File: config.mk
export PLATFORM = sky130hd
export DESIGN_NAME = spi24_reg_slave
export DESIGN_NICKNAME = d
export VERILOG_FILES = /design/src/rtl/spi24_pkg.sv /design/src/rtl/spi24_sync.sv /design/src/rtl/spi24_edge.sv /design/src/rtl/spi24_framer.sv /design/src/rtl/spi24_shifter.sv /design/src/rtl/spi24_reg_slave.sv
export SDC_FILE = /design/constraint.sdc
export NUM_CORES = 1
export LEC_CHECK = 0
export BUFFER_PORTS_ARGS = -buffer_cell sky130_fd_sc_hd__buf_2
export CAP_MARGIN = 20
export CORE_MARGIN = 4
export CORE_UTILIZATION = 50
export DETAILED_ROUTE_END_ITERATION = 12
export GPL_TIMING_DRIVEN = 0
export PLACE_DENSITY = 0.82
export SLEW_MARGIN = 20
export SYNTH_ARGS = -nofsm -noshare
export SYNTH_HDL_FRONTEND = slang
export SYNTH_SLANG_ARGS = --single-unit
File: constraint.sdc
create_clock -name clk -period 7.1 [get_ports clk]
set_input_delay 1.065 -clock clk [delete_from_list [all_inputs] [get_ports clk]]
set_output_delay 1.065 -clock clk [all_outputs]
set_load 0.01 [all_outputs]
File: src/rtl/spi24_pkg.sv
// Shared constants of the 24-clock serial register slave.
// Assumes a fixed frame of 1 access bit, 7 index bits and 16 data bits.
package spi24_pkg;
    localparam int ADDR_W     = 7;
    localparam int DATA_W     = 16;
    localparam int HDR_BITS   = 1 + ADDR_W;
    localparam int FRAME_BITS = HDR_BITS + DATA_W;
    localparam int CNT_W      = $clog2(FRAME_BITS + 2);

    localparam logic [CNT_W-1:0] CNT_HDR_LAST = CNT_W'(HDR_BITS - 1);
    localparam logic [CNT_W-1:0] CNT_HDR      = CNT_W'(HDR_BITS);
    localparam logic [CNT_W-1:0] CNT_FULL     = CNT_W'(FRAME_BITS);
    localparam logic [CNT_W-1:0] CNT_OVER     = CNT_W'(FRAME_BITS + 1);
endpackage

File: src/rtl/spi24_sync.sv
// Two-flop level synchronizer for N asynchronous inputs.
// Assumes each input is stable for more than two system cycles between changes.
module spi24_sync #(
    parameter int          N       = 1,
    parameter logic [N-1:0] RST_VAL = '0
) (
    input  logic         clk,
    input  logic         rst_n,
    input  logic [N-1:0] din,
    output logic [N-1:0] lvl
);
    logic [N-1:0] meta_q;
    logic [N-1:0] sync_q;

    // Two-stage capture of the raw inputs into the system domain.
    always_ff @(posedge clk) begin
        if (!rst_n) begin
            meta_q <= RST_VAL;
            sync_q <= RST_VAL;
        end else begin
            meta_q <= din;
            sync_q <= meta_q;
        end
    end

    assign lvl = sync_q;
endmodule

File: src/rtl/spi24_edge.sv
// Rising/falling edge detector for N synchronized levels.
// Assumes inputs already belong to the system clock domain.
module spi24_edge #(
    parameter int          N       = 1,
    parameter logic [N-1:0] RST_VAL = '0
) (
    input  logic         clk,
    input  logic         rst_n,
    input  logic [N-1:0] lvl,
    output logic [N-1:0] rise,
    output logic [N-1:0] fall
);
    logic [N-1:0] prev_q;

    // Remember last cycle's level of every input.
    always_ff @(posedge clk) begin
        if (!rst_n) prev_q <= RST_VAL;
        else        prev_q <= lvl;
    end

    // Per-bit edge decode.
    for (genvar g = 0; g < N; g++) begin : g_edge
        assign rise[g] = lvl[g] & ~prev_q[g];
        assign fall[g] = ~lvl[g] & prev_q[g];
    end
endmodule

File: src/rtl/spi24_framer.sv
// Frame control: opens and closes frames in either framing mode, runs the
// inactivity timeout and counts rising SCLK edges (saturating above a full frame).
// Assumes mode_3w is static while frames are in flight.
module spi24_framer
    import spi24_pkg::*;
#(
    parameter int START_LOW_CYC = 3200,
    parameter int TIMEOUT_CYC   = 48000
) (
    input  logic             clk,
    input  logic             rst_n,
    input  logic             mode_3w,
    input  logic             cs_lvl,
    input  logic             cs_rise,
    input  logic             cs_fall,
    input  logic             sclk_lvl,
    input  logic             sclk_rise,
    input  logic             sclk_fall,
    output logic             frame_act,
    output logic             frame_start,
    output logic             frame_close,
    output logic [CNT_W-1:0] bit_cnt
);
    localparam int LOW_W = $clog2(START_LOW_CYC + 1);
    localparam int TMO_W = $clog2(TIMEOUT_CYC + 1);
    localparam logic [LOW_W-1:0] LOW_LAST = LOW_W'(START_LOW_CYC - 1);
    localparam logic [LOW_W-1:0] LOW_SAT  = LOW_W'(START_LOW_CYC);
    localparam logic [TMO_W-1:0] TMO_LAST = TMO_W'(TIMEOUT_CYC - 1);
    localparam logic [TMO_W-1:0] TMO_SAT  = TMO_W'(TIMEOUT_CYC);

    logic [LOW_W-1:0] low_cnt;
    logic [TMO_W-1:0] idle_cnt;
    logic             start_3w;
    logic             sclk_edge;
    logic             tmo_hit;
    logic             frame_abort;

    assign sclk_edge   = sclk_rise | sclk_fall;
    assign start_3w    = mode_3w && !sclk_lvl && (low_cnt == LOW_LAST);
    assign tmo_hit     = frame_act && !sclk_edge && (idle_cnt == TMO_LAST);
    assign frame_start = mode_3w ? start_3w : cs_fall;
    assign frame_close = frame_act && (mode_3w ? (start_3w || tmo_hit) : cs_rise);
    assign frame_abort = frame_act && !mode_3w && tmo_hit && !cs_rise;

    // Measure how long SCLK has been low, saturating at the start threshold.
    always_ff @(posedge clk) begin
        if (!rst_n || sclk_lvl)    low_cnt <= '0;
        else if (low_cnt != LOW_SAT) low_cnt <= low_cnt + 1'b1;
    end

    // Count system cycles without an SCLK edge while a frame is open.
    always_ff @(posedge clk) begin
        if (!rst_n || !frame_act || sclk_edge || frame_start) idle_cnt <= '0;
        else if (idle_cnt != TMO_SAT)                         idle_cnt <= idle_cnt + 1'b1;
    end

    // Frame-open flag: a start wins over a close landing in the same cycle.
    always_ff @(posedge clk) begin
        if (!rst_n)                          frame_act <= 1'b0;
        else if (frame_start)                frame_act <= 1'b1;
        else if (frame_close || frame_abort) frame_act <= 1'b0;
    end

    // Rising-edge counter of the open frame, held once past a full frame.
    always_ff @(posedge clk) begin
        if (!rst_n || frame_start)                             bit_cnt <= '0;
        else if (frame_act && sclk_rise && bit_cnt != CNT_OVER) bit_cnt <= bit_cnt + 1'b1;
    end

    assert_cs_high_closed_R3: assert property (@(posedge clk) disable iff (!rst_n)
        (!mode_3w && cs_lvl) |=> !frame_act);

    assert_timeout_closes_R5: assert property (@(posedge clk) disable iff (!rst_n)
        (frame_act && idle_cnt == TMO_LAST && !sclk_edge && !frame_start) |=> !frame_act);

    assert_count_saturates_R6: assert property (@(posedge clk) disable iff (!rst_n)
        (bit_cnt == CNT_OVER && !frame_start) |=> bit_cnt == CNT_OVER);
endmodule

File: src/rtl/spi24_shifter.sv
// Serial data path: shifts SDI in on rising edges, latches access bit and index
// after the header, and shifts read data out on falling edges with a drive enable.
// Assumes an SCLK half period of at least four system cycles.
module spi24_shifter
    import spi24_pkg::*;
(
    input  logic              clk,
    input  logic              rst_n,
    input  logic              frame_act,
    input  logic              frame_start,
    input  logic              sclk_rise,
    input  logic              sclk_fall,
    input  logic              sdi_lvl,
    input  logic [CNT_W-1:0]  bit_cnt,
    input  logic              load_en,
    input  logic [DATA_W-1:0] load_word,
    output logic              rw_q,
    output logic [ADDR_W-1:0] addr_q,
    output logic [DATA_W-1:0] rx_word,
    output logic              hdr_done,
    output logic              sdo_q,
    output logic              sdo_oe
);
    logic [DATA_W-1:0] tx_q;
    logic              take_bit;
    logic              hdr_last;
    logic              in_dphase;

    assign take_bit  = frame_act && sclk_rise && (bit_cnt < CNT_FULL);
    assign hdr_last  = frame_act && sclk_rise && (bit_cnt == CNT_HDR_LAST);
    assign in_dphase = rw_q && (bit_cnt >= CNT_HDR) && (bit_cnt < CNT_FULL);

    // Receive shift register; after a full frame it holds the data word.
    always_ff @(posedge clk) begin
        if (!rst_n)        rx_word <= '0;
        else if (take_bit) rx_word <= {rx_word[DATA_W-2:0], sdi_lvl};
    end

    // Latch access type and index on the last header bit.
    always_ff @(posedge clk) begin
        if (!rst_n || frame_start) begin
            rw_q   <= 1'b0;
            addr_q <= '0;
        end else if (hdr_last) begin
            rw_q   <= rx_word[ADDR_W-1];
            addr_q <= {rx_word[ADDR_W-2:0], sdi_lvl};
        end
    end

    // One-cycle marker that the header is complete.
    always_ff @(posedge clk) begin
        if (!rst_n) hdr_done <= 1'b0;
        else        hdr_done <= hdr_last;
    end

    // Transmit register: load read word, then emit MSB first on falling edges.
    always_ff @(posedge clk) begin
        if (!rst_n) begin
            tx_q  <= '0;
            sdo_q <= 1'b0;
        end else if (load_en) begin
            tx_q <= load_word;
        end else if (frame_act && sclk_fall && in_dphase) begin
            sdo_q <= tx_q[DATA_W-1];
            tx_q  <= {tx_q[DATA_W-2:0], 1'b0};
        end
    end

    // Drive enable follows the read data phase, updated on falling edges.
    always_ff @(posedge clk) begin
        if (!rst_n || !frame_act || frame_start) sdo_oe <= 1'b0;
        else if (sclk_fall)                      sdo_oe <= in_dphase;
    end

    assert_oe_only_read_R2: assert property (@(posedge clk) disable iff (!rst_n)
        sdo_oe |-> rw_q);

    assert_sdo_moves_on_fall_R2: assert property (@(posedge clk) disable iff (!rst_n)
        !sclk_fall |=> $stable(sdo_q));
endmodule

File: src/rtl/spi24_reg_slave.sv
// Top of the 24-clock serial register slave. Synchronizes host lines, frames
// accesses in four- or three-wire mode, fetches read data after the header and
// commits writes only for exactly-24-clock frames to implemented indices.
// Assumes the register space answers reg_rdata and reg_hit combinationally.
module spi24_reg_slave
    import spi24_pkg::*;
#(
    parameter int START_LOW_CYC = 3200,
    parameter int TIMEOUT_CYC   = 48000
) (
    input  logic              clk,
    input  logic              rst_n,
    input  logic              mode_3w,
    input  logic              cs_n,
    input  logic              sclk,
    input  logic              sdi,
    output logic              sdo,
    output logic              sdo_oe,
    output logic [ADDR_W-1:0] reg_addr,
    output logic              reg_rd_en,
    input  logic [DATA_W-1:0] reg_rdata,
    output logic              reg_wr_en,
    output logic [DATA_W-1:0] reg_wdata,
    input  logic              reg_hit,
    output logic [DATA_W-1:0] last_word
);
    logic [2:0]        in_lvl;
    logic [1:0]        ctl_rise;
    logic [1:0]        ctl_fall;
    logic              frame_act;
    logic              frame_start;
    logic              frame_close;
    logic [CNT_W-1:0]  bit_cnt;
    logic              rw_q;
    logic              hdr_done;
    logic [DATA_W-1:0] rx_word;
    logic [DATA_W-1:0] read_word;
    logic              rd_fire;
    logic              commit;

    spi24_sync #(.N(3), .RST_VAL(3'b110)) i_sync (
        .clk   (clk),
        .rst_n (rst_n),
        .din   ({cs_n, sclk, sdi}),
        .lvl   (in_lvl)
    );

    spi24_edge #(.N(2), .RST_VAL(2'b11)) i_edge (
        .clk   (clk),
        .rst_n (rst_n),
        .lvl   (in_lvl[2:1]),
        .rise  (ctl_rise),
        .fall  (ctl_fall)
    );

    spi24_framer #(
        .START_LOW_CYC (START_LOW_CYC),
        .TIMEOUT_CYC   (TIMEOUT_CYC)
    ) i_framer (
        .clk         (clk),
        .rst_n       (rst_n),
        .mode_3w     (mode_3w),
        .cs_lvl      (in_lvl[2]),
        .cs_rise     (ctl_rise[1]),
        .cs_fall     (ctl_fall[1]),
        .sclk_lvl    (in_lvl[1]),
        .sclk_rise   (ctl_rise[0]),
        .sclk_fall   (ctl_fall[0]),
        .frame_act   (frame_act),
        .frame_start (frame_start),
        .frame_close (frame_close),
        .bit_cnt     (bit_cnt)
    );

    spi24_shifter i_shifter (
        .clk         (clk),
        .rst_n       (rst_n),
        .frame_act   (frame_act),
        .frame_start (frame_start),
        .sclk_rise   (ctl_rise[0]),
        .sclk_fall   (ctl_fall[0]),
        .sdi_lvl     (in_lvl[0]),
        .bit_cnt     (bit_cnt),
        .load_en     (rd_fire),
        .load_word   (read_word),
        .rw_q        (rw_q),
        .addr_q      (reg_addr),
        .rx_word     (rx_word),
        .hdr_done    (hdr_done),
        .sdo_q       (sdo),
        .sdo_oe      (sdo_oe)
    );

    // Read fetch right after the header; unimplemented indices read as zero.
    assign rd_fire   = hdr_done && rw_q && frame_act;
    assign read_word = reg_hit ? reg_rdata : '0;
    assign reg_rd_en = rd_fire && reg_hit;

    // Write commit only when a write frame of exactly 24 clocks is closed.
    assign commit    = frame_close && !rw_q && (bit_cnt == CNT_FULL);
    assign reg_wr_en = commit && reg_hit;
    assign reg_wdata = rx_word;

    // Track the last word read out or written in.
    always_ff @(posedge clk) begin
        if (!rst_n)       last_word <= '0;
        else if (rd_fire) last_word <= read_word;
        else if (commit)  last_word <= rx_word;
    end

    assert_wr_single_R7: assert property (@(posedge clk) disable iff (!rst_n)
        reg_wr_en |=> !reg_wr_en);

    assert_rd_single_R11: assert property (@(posedge clk) disable iff (!rst_n)
        reg_rd_en |=> !reg_rd_en);

    assert_no_wr_in_read_R8: assert property (@(posedge clk) disable iff (!rst_n)
        reg_rd_en |-> !reg_wr_en);
endmodule

==> metrics.cfg <==
[clock_tree]
cts_buffer_depth = 2
cts_tree = yes
worstSkewPairLatency_ns = 0.37
path_clk_slew_ns = 0.09
cts_buffers = 9
clock-sinks = 101
cts_setup_buffers = 0
postCtsHoldBufs = 0
cts-root-buf = clkbuf_8
cts-resized-gates = 0
htree_levels = 3

[floorplan]
io-pin-count = 66
die_y_um = 102
dieArea_um2 = 10400
start_util = 0.511
die_x_um = 102
rows = 34
core_um2 = 8680

[timing]
finalSetupViolCount = 0
fin_setup_tns_ns = 0
rsz0062_at_grt = false
worstMarginPinSlew_ns = 0.669
skew_ns = 0.00964
slew_headroom = 0.550
hold_violations = 0
final_max_slew_viol_count = 0
period_needed_ns = 3.82
min_period_over_period = 0.539
max_freq_ghz = 0.262
holdWs_ns = 0.418

[global_routing]
grt_usage = 0.208
grt_pass1_wl_mm = 17.4
antenna_found_initial = 0
grt-ovfl-total = 0
grt_start_max_net_pins = 17
grt_pass1_vias = 3747

[pwr]
power.share.switching = 0.238
p_leak_nw = 1.86
irDropWorstVdd_uv = 112
switching_power_mw = 0.220
p_int_mw = 0.703
seq_power_share = 0.617
power_frac_clock = 0.349
power_frac_comb = 0.034
power_density_nw_per_um2 = 183

[route]
drtIter0Drc = 203
ant_nets = 0
via_per_inst = 5.60
first_pass_iters = 5
drt-total-wl_mm = 10.8
wl_per_cell_um = 15.5
drc_errors = 0
via_count = 3884

[synth]
yosys-top-cells-area = dfxtp_1 (46%), nor2_1 (7.0%), a21oi_1 (4.2%)
syn_inst = 507
synthDistinctLibCells = 45
synth_top_cell_by_area = dfxtp_1
async_flop_share = 0
synth-edff-count = 0
synth-seq-cells = 101
ys_warn_count = 0
post_synth.cell_area_avg_um2 = 8.74
synth_fp_nets = 539
synth_area_um2 = 4430
synth_top_area_frac = 0.456
synthFlopType = dfxtp_1
ys_seq_area_frac = 0.456

[layout]
final_nets = 614
diodes = 0
layout_common_cells = dfxtp_1 (101), nor2_1 (83), buf_2 (66)
drive_gt1_frac = 0.166
mostFrequentLayoutCell = dfxtp_1
num-fill-cells = 799
area_growth_pct = 14.0
utilization = 0.582

[placed_design]
routabilityCongestion = 0.874
dpl.hpwl_mm = 8.02
port_buffers = 64

[worst_setup_path]
reg2reg_slack_ns = 4.45
end_kind = output pin
criticalPathCategory = input port to output pin
arrival_ns = 2.76
start_kind = input port
required_ns = 6.03
critPathMaxFanout = 10

[hold_path]
hp-class = register to register

[flow_run]
drv_cap = 0

[run_status]
outcome = completed

## worst max-delay path, stage by stage
cell      delay (ns)
buf_2           0.12
nor4bb_1        0.27
nand4_1         0.20
o311a_1         0.27
or2_1           0.25
buf_6           0.14
buf_6           0.15
nor2_1          0.13
buf_2           0.15
## final cells by class
| class | instances | area, um^2 | area share |
|---|---|---|---|
| clock buffers | 9 | 124 | 0.0245 |
| flip-flops and latches | 101 | 2020 | 0.400 |
| repair buffers | 64 | 320 | 0.0634 |
| plain buffers | 35 | 153 | 0.0302 |
| multi-input cells | 354 | 2190 | 0.434 |
| well taps | 108 | 135 | 0.0268 |
| clock inverters | 6 | 40.0 | 0.00793 |
| inverters | 17 | 63.8 | 0.0126 |
## power by group through the flow
stage	registers (mW)	logic, mW	clock network (mW)
4_1_cts	0.570	0.0305	0.330
3_3_place_gp	0.583	0.0300	0
2_1_floorplan	0.582	0.0152	0
3_5_place_dp	0.583	0.0304	0
6_report	0.570	0.0312	0.322
5_1_grt	0.570	0.0335	0.353
## synth_stat cells, types with 2 or more instances
cell type,number
dfxtp_1,101
nor2_1,83
nand2_1,48
a21oi_1,37
clkbuf_1,29
inv_1,17
xnor2_1,17
a211oi_1,15
a2111oi_0,14
a22oi_1,14
mux2i_1,12
xor2_1,12
nand3_1,11
ha_1,9
a2111oi_2,8
nand4_1,8
a2111oi_1,7
and2_1,7
nand2b_1,7
nor3_1,7
and3_1,6
nor4_1,4
o21ai_0,3
or2_2,3
a311oi_1,2
and4_1,2
buf_2,2
buf_6,2
nor4bb_1,2
or2_1,2
or3_1,2
## stage by stage
stage | area, um^2 | total power, mW | setup WS [ns] | std cells
global placement | 4890 | 0.613 | 3.29 | 679
detailed placement | 4890 | 0.613 | 3.30 | 679
finish | 5050 | 0.923 | 3.28 | 694
floorplan | 4430 | 0.598 | 3.71 | 507
global route | 5050 | 0.956 | 3.16 | 694
CTS | 5050 | 0.930 | 3.30 | 694
## sequential cells by signal, indices dropped and copies added, names as in the netlist
register and count:
i_shifter.rx_word 16, i_shifter.tx_q 16, i_shifter.hdr_done 1, i_shifter.sdo_oe 1, i_sync.lvl 3, i_framer.bit_cnt 5, i_shifter.rw_q 1, i_shifter.sdo_q 1
last_word 16, i_framer.idle_cnt 16, i_sync.meta_q 3, i_shifter.addr_q 7, i_edge.prev_q 2, i_framer.frame_act 1, i_framer.low_cnt 12
## path summary, 6_finish.rpt
path,endpoint,depth (start not counted),from
max,reg_wr_en,9,mode_3w
min,i_sync.lvl[1],1,i_sync.meta_q[1]
max reg2reg,last_word[12],6,i_framer.idle_cnt[0]
min reg2reg,i_sync.lvl[1],1,i_sync.meta_q[1]
## cells by family (layout without fill, tap and decap cells)
logic type      count (synthesis)  after routing  synth area share
buf+inv                        52            131            0.0488
compound gates                106            106             0.180
mux                            12             12            0.0271
simple gates                  198            198             0.205
flops                         101            101             0.456
fa+ha+maj                       9              9            0.0254
xor+xnor                       29             29            0.0573
## per-layer routing
| metal | share of wire | vias to the layer above | track usage |
|---|---|---|---|
| li1 | - | 1932 | - |
| met1 | 0.45 | 1830 | 0.280 |
| met2 | 0.47 | 103 | 0.333 |
| met3 | 0.060 | 19 | 0.0471 |
| met4 | 0.018 | 0 | 0.0686 |
| met5 | 0 | - | 0 |
(Power assumes the default switching activity.)
